[src/rtl/stack_link_pkg.sv]
package stack_link_pkg;
  localparam int BYTE_W = 8;
  localparam int PC_W   = 16;
  localparam int COST_W = 3;

  typedef enum logic [2:0] {
    OP_NONE = 3'd0,
    OP_PUSH = 3'd1,
    OP_PULL = 3'd2,
    OP_CALL = 3'd3,
    OP_RET  = 3'd4,
    OP_SP2X = 3'd5,
    OP_X2SP = 3'd6,
    OP_RSVD = 3'd7
  } stack_op_e;

  typedef struct packed {
    logic preDec;
    logic postInc;
    logic spLoad;
    logic memWr;
    logic memRd;
    logic wrHi;
    logic latchLo;
    logic finPush;
    logic finPull;
    logic finCall;
    logic finRet;
    logic finSp2x;
    logic finX2sp;
  } stack_ctl_t;

  localparam logic [COST_W-1:0] COST_PUSHPULL = 3'd1;
  localparam logic [COST_W-1:0] COST_CALL     = 3'd2;
  localparam logic [COST_W-1:0] COST_RET      = 3'd4;
endpackage

[src/rtl/stack_link_ctrl.sv]
module stack_link_ctrl
  import stack_link_pkg::*;
(
  input  logic       clk,
  input  logic       rstN,
  input  logic       opValid,
  input  logic [2:0] opCode,
  output logic       busy,
  output stack_ctl_t ctl
);
  typedef enum logic [1:0] {S_IDLE, S_CALL_LO, S_RET_HI} step_e;
  step_e stepQ, stepD;
  stack_op_e op;

  assign op   = stack_op_e'(opCode);
  assign busy = (stepQ != S_IDLE);

  always_comb begin
    ctl   = '0;
    stepD = stepQ;
    unique case (stepQ)
      S_IDLE: if (opValid) begin
        unique case (op)
          OP_PUSH: begin ctl.preDec = 1'b1; ctl.memWr = 1'b1; ctl.finPush = 1'b1; end
          OP_PULL: begin ctl.postInc = 1'b1; ctl.memRd = 1'b1; ctl.finPull = 1'b1; end
          OP_CALL: begin ctl.preDec = 1'b1; ctl.memWr = 1'b1; ctl.wrHi = 1'b1; stepD = S_CALL_LO; end
          OP_RET:  begin ctl.postInc = 1'b1; ctl.memRd = 1'b1; ctl.latchLo = 1'b1; stepD = S_RET_HI; end
          OP_SP2X: ctl.finSp2x = 1'b1;
          OP_X2SP: begin ctl.spLoad = 1'b1; ctl.finX2sp = 1'b1; end
          default: ;
        endcase
      end
      S_CALL_LO: begin
        ctl.preDec = 1'b1; ctl.memWr = 1'b1; ctl.finCall = 1'b1; stepD = S_IDLE;
      end
      S_RET_HI: begin
        ctl.postInc = 1'b1; ctl.memRd = 1'b1; ctl.finRet = 1'b1; stepD = S_IDLE;
      end
      default: stepD = S_IDLE;
    endcase
  end

  always_ff @(posedge clk) begin
    if (!rstN) stepQ <= S_IDLE;
    else       stepQ <= stepD;
  end
endmodule

[src/rtl/stack_link_dpath.sv]
module stack_link_dpath
  import stack_link_pkg::*;
#(
  parameter logic [BYTE_W-1:0] STACK_PAGE = 8'h01,
  parameter logic [BYTE_W-1:0] SP_RESET   = 8'hFE
) (
  input  logic              clk,
  input  logic              rstN,
  input  stack_ctl_t        ctl,
  input  logic [BYTE_W-1:0] pushData,
  input  logic [PC_W-1:0]   pcIn,
  input  logic [PC_W-1:0]   target,
  input  logic [BYTE_W-1:0] xIn,
  input  logic [BYTE_W-1:0] memRdata,
  output logic [PC_W-1:0]   memAddr,
  output logic              memWe,
  output logic              memRe,
  output logic [BYTE_W-1:0] memWdata,
  output logic              done,
  output logic [COST_W-1:0] extraCycles,
  output logic [BYTE_W-1:0] pullData,
  output logic              pcLoad,
  output logic [PC_W-1:0]   pcOut,
  output logic [BYTE_W-1:0] xOut,
  output logic              flagWe,
  output logic              flagZ,
  output logic              flagN,
  output logic [BYTE_W-1:0] spOut
);
  logic [BYTE_W-1:0] spQ, spD, accessPtr, lowHold;
  logic [PC_W-1:0]   retAddr, tgtHold;
  logic [COST_W-1:0] costD;
  logic              anyFin;

  assign retAddr   = pcIn - 1'b1;
  assign accessPtr = ctl.preDec ? spQ - 1'b1 : spQ;
  assign memAddr   = {STACK_PAGE, accessPtr};
  assign memWe     = ctl.memWr;
  assign memRe     = ctl.memRd;
  assign memWdata  = ctl.finPush ? pushData :
                     ctl.wrHi    ? retAddr[PC_W-1:BYTE_W] : lowHold;
  assign spOut     = spQ;
  assign anyFin    = ctl.finPush | ctl.finPull | ctl.finCall |
                     ctl.finRet  | ctl.finSp2x | ctl.finX2sp;

  always_comb begin
    if (ctl.preDec)       spD = spQ - 1'b1;
    else if (ctl.postInc) spD = spQ + 1'b1;
    else if (ctl.spLoad)  spD = xIn;
    else                  spD = spQ;
  end

  always_comb begin
    if (ctl.finRet)                     costD = COST_RET;
    else if (ctl.finCall)               costD = COST_CALL;
    else if (ctl.finPush | ctl.finPull) costD = COST_PUSHPULL;
    else                                costD = '0;
  end

  always_ff @(posedge clk) begin
    if (!rstN) begin
      spQ         <= SP_RESET;
      lowHold     <= '0;
      tgtHold     <= '0;
      done        <= 1'b0;
      extraCycles <= '0;
      pullData    <= '0;
      pcLoad      <= 1'b0;
      pcOut       <= '0;
      xOut        <= '0;
      flagWe      <= 1'b0;
      flagZ       <= 1'b0;
      flagN       <= 1'b0;
    end else begin
      spQ    <= spD;
      done   <= anyFin;
      pcLoad <= ctl.finCall | ctl.finRet;
      flagWe <= ctl.finSp2x;
      if (anyFin) extraCycles <= costD;
      if (ctl.wrHi) begin
        lowHold <= retAddr[BYTE_W-1:0];
        tgtHold <= target;
      end
      if (ctl.latchLo) lowHold <= memRdata;
      if (ctl.finPull) pullData <= memRdata;
      if (ctl.finCall) pcOut <= tgtHold;
      if (ctl.finRet)  pcOut <= {memRdata, lowHold} + 1'b1;
      if (ctl.finSp2x) begin
        xOut  <= spQ;
        flagZ <= (spQ == '0);
        flagN <= spQ[BYTE_W-1];
      end
    end
  end
endmodule

[src/rtl/stack_linkage_unit.sv]
module stack_linkage_unit
  import stack_link_pkg::*;
#(
  parameter logic [7:0] STACK_PAGE = 8'h01,
  parameter logic [7:0] SP_RESET   = 8'hFE
) (
  input  logic        clk,
  input  logic        rstN,
  input  logic        opValid,
  input  logic [2:0]  opCode,
  input  logic [7:0]  pushData,
  input  logic [15:0] pcIn,
  input  logic [15:0] target,
  input  logic [7:0]  xIn,
  input  logic [7:0]  memRdata,
  output logic [15:0] memAddr,
  output logic        memWe,
  output logic        memRe,
  output logic [7:0]  memWdata,
  output logic        busy,
  output logic        done,
  output logic [2:0]  extraCycles,
  output logic [7:0]  pullData,
  output logic        pcLoad,
  output logic [15:0] pcOut,
  output logic [7:0]  xOut,
  output logic        flagWe,
  output logic        flagZ,
  output logic        flagN,
  output logic [7:0]  spOut
);
  stack_ctl_t ctl;

  stack_link_ctrl u_ctrl (
    .clk(clk), .rstN(rstN), .opValid(opValid), .opCode(opCode),
    .busy(busy), .ctl(ctl)
  );

  stack_link_dpath #(.STACK_PAGE(STACK_PAGE), .SP_RESET(SP_RESET)) u_dpath (
    .clk(clk), .rstN(rstN), .ctl(ctl), .pushData(pushData), .pcIn(pcIn),
    .target(target), .xIn(xIn), .memRdata(memRdata), .memAddr(memAddr),
    .memWe(memWe), .memRe(memRe), .memWdata(memWdata), .done(done),
    .extraCycles(extraCycles), .pullData(pullData), .pcLoad(pcLoad),
    .pcOut(pcOut), .xOut(xOut), .flagWe(flagWe), .flagZ(flagZ),
    .flagN(flagN), .spOut(spOut)
  );
endmodule

[config.mk]
export PLATFORM = sky130hd
export DESIGN_NAME = stack_linkage_unit
export DESIGN_NICKNAME = d
export VERILOG_FILES = /design/src/rtl/stack_link_pkg.sv /design/src/rtl/stack_link_ctrl.sv /design/src/rtl/stack_link_dpath.sv /design/src/rtl/stack_linkage_unit.sv
export SDC_FILE = /design/constraint.sdc
export NUM_CORES = 1
export LEC_CHECK = 0
export CORE_UTILIZATION = 42
export CTS_BUF_LIST = sky130_fd_sc_hd__clkbuf_8 sky130_fd_sc_hd__clkbuf_16
export CTS_CLUSTER_DIAMETER = 80
export DETAILED_ROUTE_END_ITERATION = 8
export HOLD_SLACK_MARGIN = 0.1
export PLACE_DENSITY = 0.79
export SLEW_MARGIN = 25
export SYNTH_ARGS = -nofsm -noshare
export SYNTH_HDL_FRONTEND = slang
export SYNTH_SLANG_ARGS = --single-unit
export TNS_END_PERCENT = 10
[constraint.sdc]
create_clock -name clk -period 2.6 [get_ports clk]
set_input_delay 0.52 -clock clk [delete_from_list [all_inputs] [get_ports clk]]
set_output_delay 0.52 -clock clk [all_outputs]
set_load 0.02 [all_outputs]
==> results by group <==
Power and ir drop
  • Clock share of power: 33.1%
  • Sequential share of power: approximately two fifths
  • Combinational power share: 27.3%
  • Overall power: between 3 and 4 mW
  • NetSw: 0.9635 mW
  • P per Cell Area: 504.8 nW/um2
  • Leakage: 2.298 nW
  • Worst vdd ir: 287.2 uV
  • Sw Ratio: between 30 and 40%
  • Pint: 2.116 mW

Logic synthesis
  • Area share of the largest cell type after synthesis: 35.68%
  • Post-synth top area cell: dfxtp_1
  • Post-synth EDFFs: 0
  • FF+latch count, synth: 73
  • Seq/Total Area, Yosys: 35.68%
  • Synth warnings: 0
  • Mapped Cells: 526
  • Asr flop ratio synth: 0%
  • Mapped cell area: 4096 um2
  • Cell variety after synth: 60
  • Main area contributors after synthesis: dfxtp_1 36%, nor2_1 6.8%, nand2_1 6.2%
  • Synthesized area per cell: between 7 and 8 um2
  • Primary FF master, synth: dfxtp_1

Detailed routing
  • Vias: 4502
  • Iter 0 DRT Violations: 177
  • DRC Markers: 0
  • Post-Route WL: 12940 um
  • Avg WL per Cell: 15.72 um
  • DRT Pass-1 Iters: 5
  • Post-route ant nets: 0
  • Via density: around 5.5

Global route
  • GRT Resource Usage Total: roughly a quarter
  • GR Util met3: 6.865%
  • First-pass GRT wire length: between 20000 and 25000 um
  • Vias in the first global route: 4292
  • GR Layer Usage met1: ~30%
  • Antenna violations before repair: 0
  • Grt peak-use layer: met2
  • GRT met2 Usage: 46.15%
  • Total grt overflow: 0
  • Largest net degree at the start of global routing: 45

Floorplan
  • Die ar.: around 10000 um2
  • I/O Pins: roughly 140
  • Initial Util: between 40 and 50%
  • Row count: 35
  • Die width: 100.8 um
  • Die H: 100.8 um
  • Core area: 9328 um2

Critical path
  • CP arrival: 2.42 ns
  • CP endpoint kind: output port
  • Crit-path max FO: 2
  • CP required: 2.08 ns
  • Critical path class: in -> out
  • Nature of the critical path startpoint: input port

Cells and area
  • Layout fillers: 774
  • Share of layout cells above drive strength 1: a little under a fifth
  • Most common cell after layout, fill and taps aside: clkdlybuf4s50_1
  • Fin nets: between 700 and 800
  • Antenna Cells: 0
  • Most frequent cells in the layout: 102 x clkdlybuf4s50_1, 73 x dfxtp_1, 69 x nor2_1
  • Area delta synth->final: 48.93%

STA
  • Max-slew violations: 0
  • Final period utilization: 113.1%
  • Worst-Margin Slew: 0.6312 ns
  • Final setup violation count: 10
  • Skew final: between 0.01 and 0.015 ns
  • Max Clk Rate: ~340 MHz
  • Post-route setup slack: -0.3412 ns
  • Final Critical Period: 2.941 ns
  • Slew HR: 57.87%
  • RSZ-0062 raised after global routing: true
  • Fin. Hold Viols: 0
  • Min Hold Slack: 0.4658 ns

Clock network
  • Clock Path Buffers: 2
  • Clock-pin slew on the worst setup and hold paths: 0.09 ns
  • CTS tree: yes
  • Worst-skew pair later-pin latency: 0.36 ns
  • Hold Buf Count CTS: 0
  • CTS root buffer: clkbuf_8
  • Clock sink total: 73
  • H-tree depth: 3
  • Total CTS buffers: 9

Outcome
  • Status: complete, but fails checks
  • Failing checks: setup timing

Min path
  • Min-delay worst type: reg -> reg

Place
  • Routability cong.: 0.9002
  • Worst slack, placed: -1.195 ns
  • DP HPWL: ~10000 um
  • # port buffers: 128

Job
  • MaxCap Viol Count: 0
==> state kept, by name (all words and copies together) (netlist names) <==
name                 cells
u_dpath.pcLoad           1
u_ctrl.stepQ             2
u_dpath.tgtHold         16
u_dpath.pcOut           16
u_dpath.flagN            1
u_dpath.done             1
u_dpath.xOut             7
u_dpath.lowHold          8
u_dpath.flagWe           1
u_dpath.flagZ            1
u_dpath.pullData         8
u_dpath.extraCycles      3
u_dpath.spOut            8
==> worst max-delay path, cell delays in order <==
cell      delay (ns)
buf_8           0.10
inv_4           0.04
ha_4            0.13
or4b_4          0.47
or2_4           0.25
or3_1           0.32
xor2_1          0.16
a221oi_2        0.25
buf_4           0.18
==> per-stage QoR <==
| step | TNS [ns] | utilization (%) | instances | instance area, um2 |
|---|---|---|---|---|
| 2_1_floorplan | -0.7043 | - | 532 | 4121 |
| 3_3_place_gp | -11.32 | 62.48 | 805 | 5828 |
| 3_5_place_dp | -11.85 | 62.48 | 805 | 5828 |
| 4_1_cts | -2.003 | 65.19 | 823 | 6081 |
| 5_1_grt | -2.686 | 65.41 | 823 | 6101 |
| 6_report | -1.810 | 65.41 | 823 | 6101 |
==> logic make-up (layout without fill, tap and decap cells) <==
logic type,Yosys count,after routing,share of synthesized area [%]
other,2,8,0.1833
flip-flops,73,73,35.67
adder cells (fa/ha/maj),8,8,2.444
AND/OR/NAND/NOR,213,213,24.10
XOR/XNOR,35,35,7.483
multiplexers,22,22,5.437
buffers and inverters,59,221,6.322
AO/OA/AOI/OAI,114,114,18.36
==> power by group through the flow <==
stage               registers (mW)  logic, mW  clock network [mW]
global route                  1.23      0.903                1.08
global placement              1.24      0.826                   0
detailed placement            1.24      0.845                   0
CTS                           1.22      0.834                1.03
floorplan                     1.27      0.407                   0
finish                        1.22      0.842                1.02
==> synthesized netlist by cell type (9+ instances only) <==
cell type,instances
clkbuf_1,28
nand2_1,68
mux2i_1,20
or3_1,9
nor3_1,13
o21ai_0,11
dfxtp_1,73
nand3_1,12
xnor2_1,20
nor2_1,74
buf_4,9
xor2_1,15
a21oi_1,40
inv_1,14
==> per-layer routing <==
layer | part of all wire, % | wire [um] | up-vias
met3 | 9.4 | 1215 | 21
li1 | - | - | 2145
met1 | 40 | 5160 | 2107
met4 | 1.5 | 195 | 0
met2 | 49 | 6367 | 229
met5 | 0 | 0 | -
==> final cells by class <==
class / count / area [um2] / area share [%]
Multi-Input combinational cell: 400 / 2469 / 40.46
Sequential cell: 73 / 1461 / 23.95
Clock inverter: 7 / 102.6 / 1.682
Tap cell: 129 / 161.4 / 2.646
Timing Repair Buffer: 191 / 1725 / 28.28
Inverter: 14 / 57.56 / 0.9434
Clock buffer: 9 / 123.9 / 2.030
==> worst paths after layout <==
path,to,slack (ns),start,cells past startpoint
worst min-delay path,u_dpath.tgtHold[11],0.47,u_dpath.tgtHold[11],2
worst max-delay path,memWdata[2],-0.34,pcIn[0],9
worst min register to register,u_dpath.tgtHold[11],0.47,u_dpath.tgtHold[11],2
worst max register to register,u_dpath.lowHold[6],0.45,u_ctrl.stepQ[0],8
==> what timing repair did <==
action,in CTS,in global routing
gates cloned,0,0
pin swaps,11,6
endpoints found under the setup margin,18,17
setup buffers,2,0
resized for setup,106,12
Power figures use the tool's default switching activity.
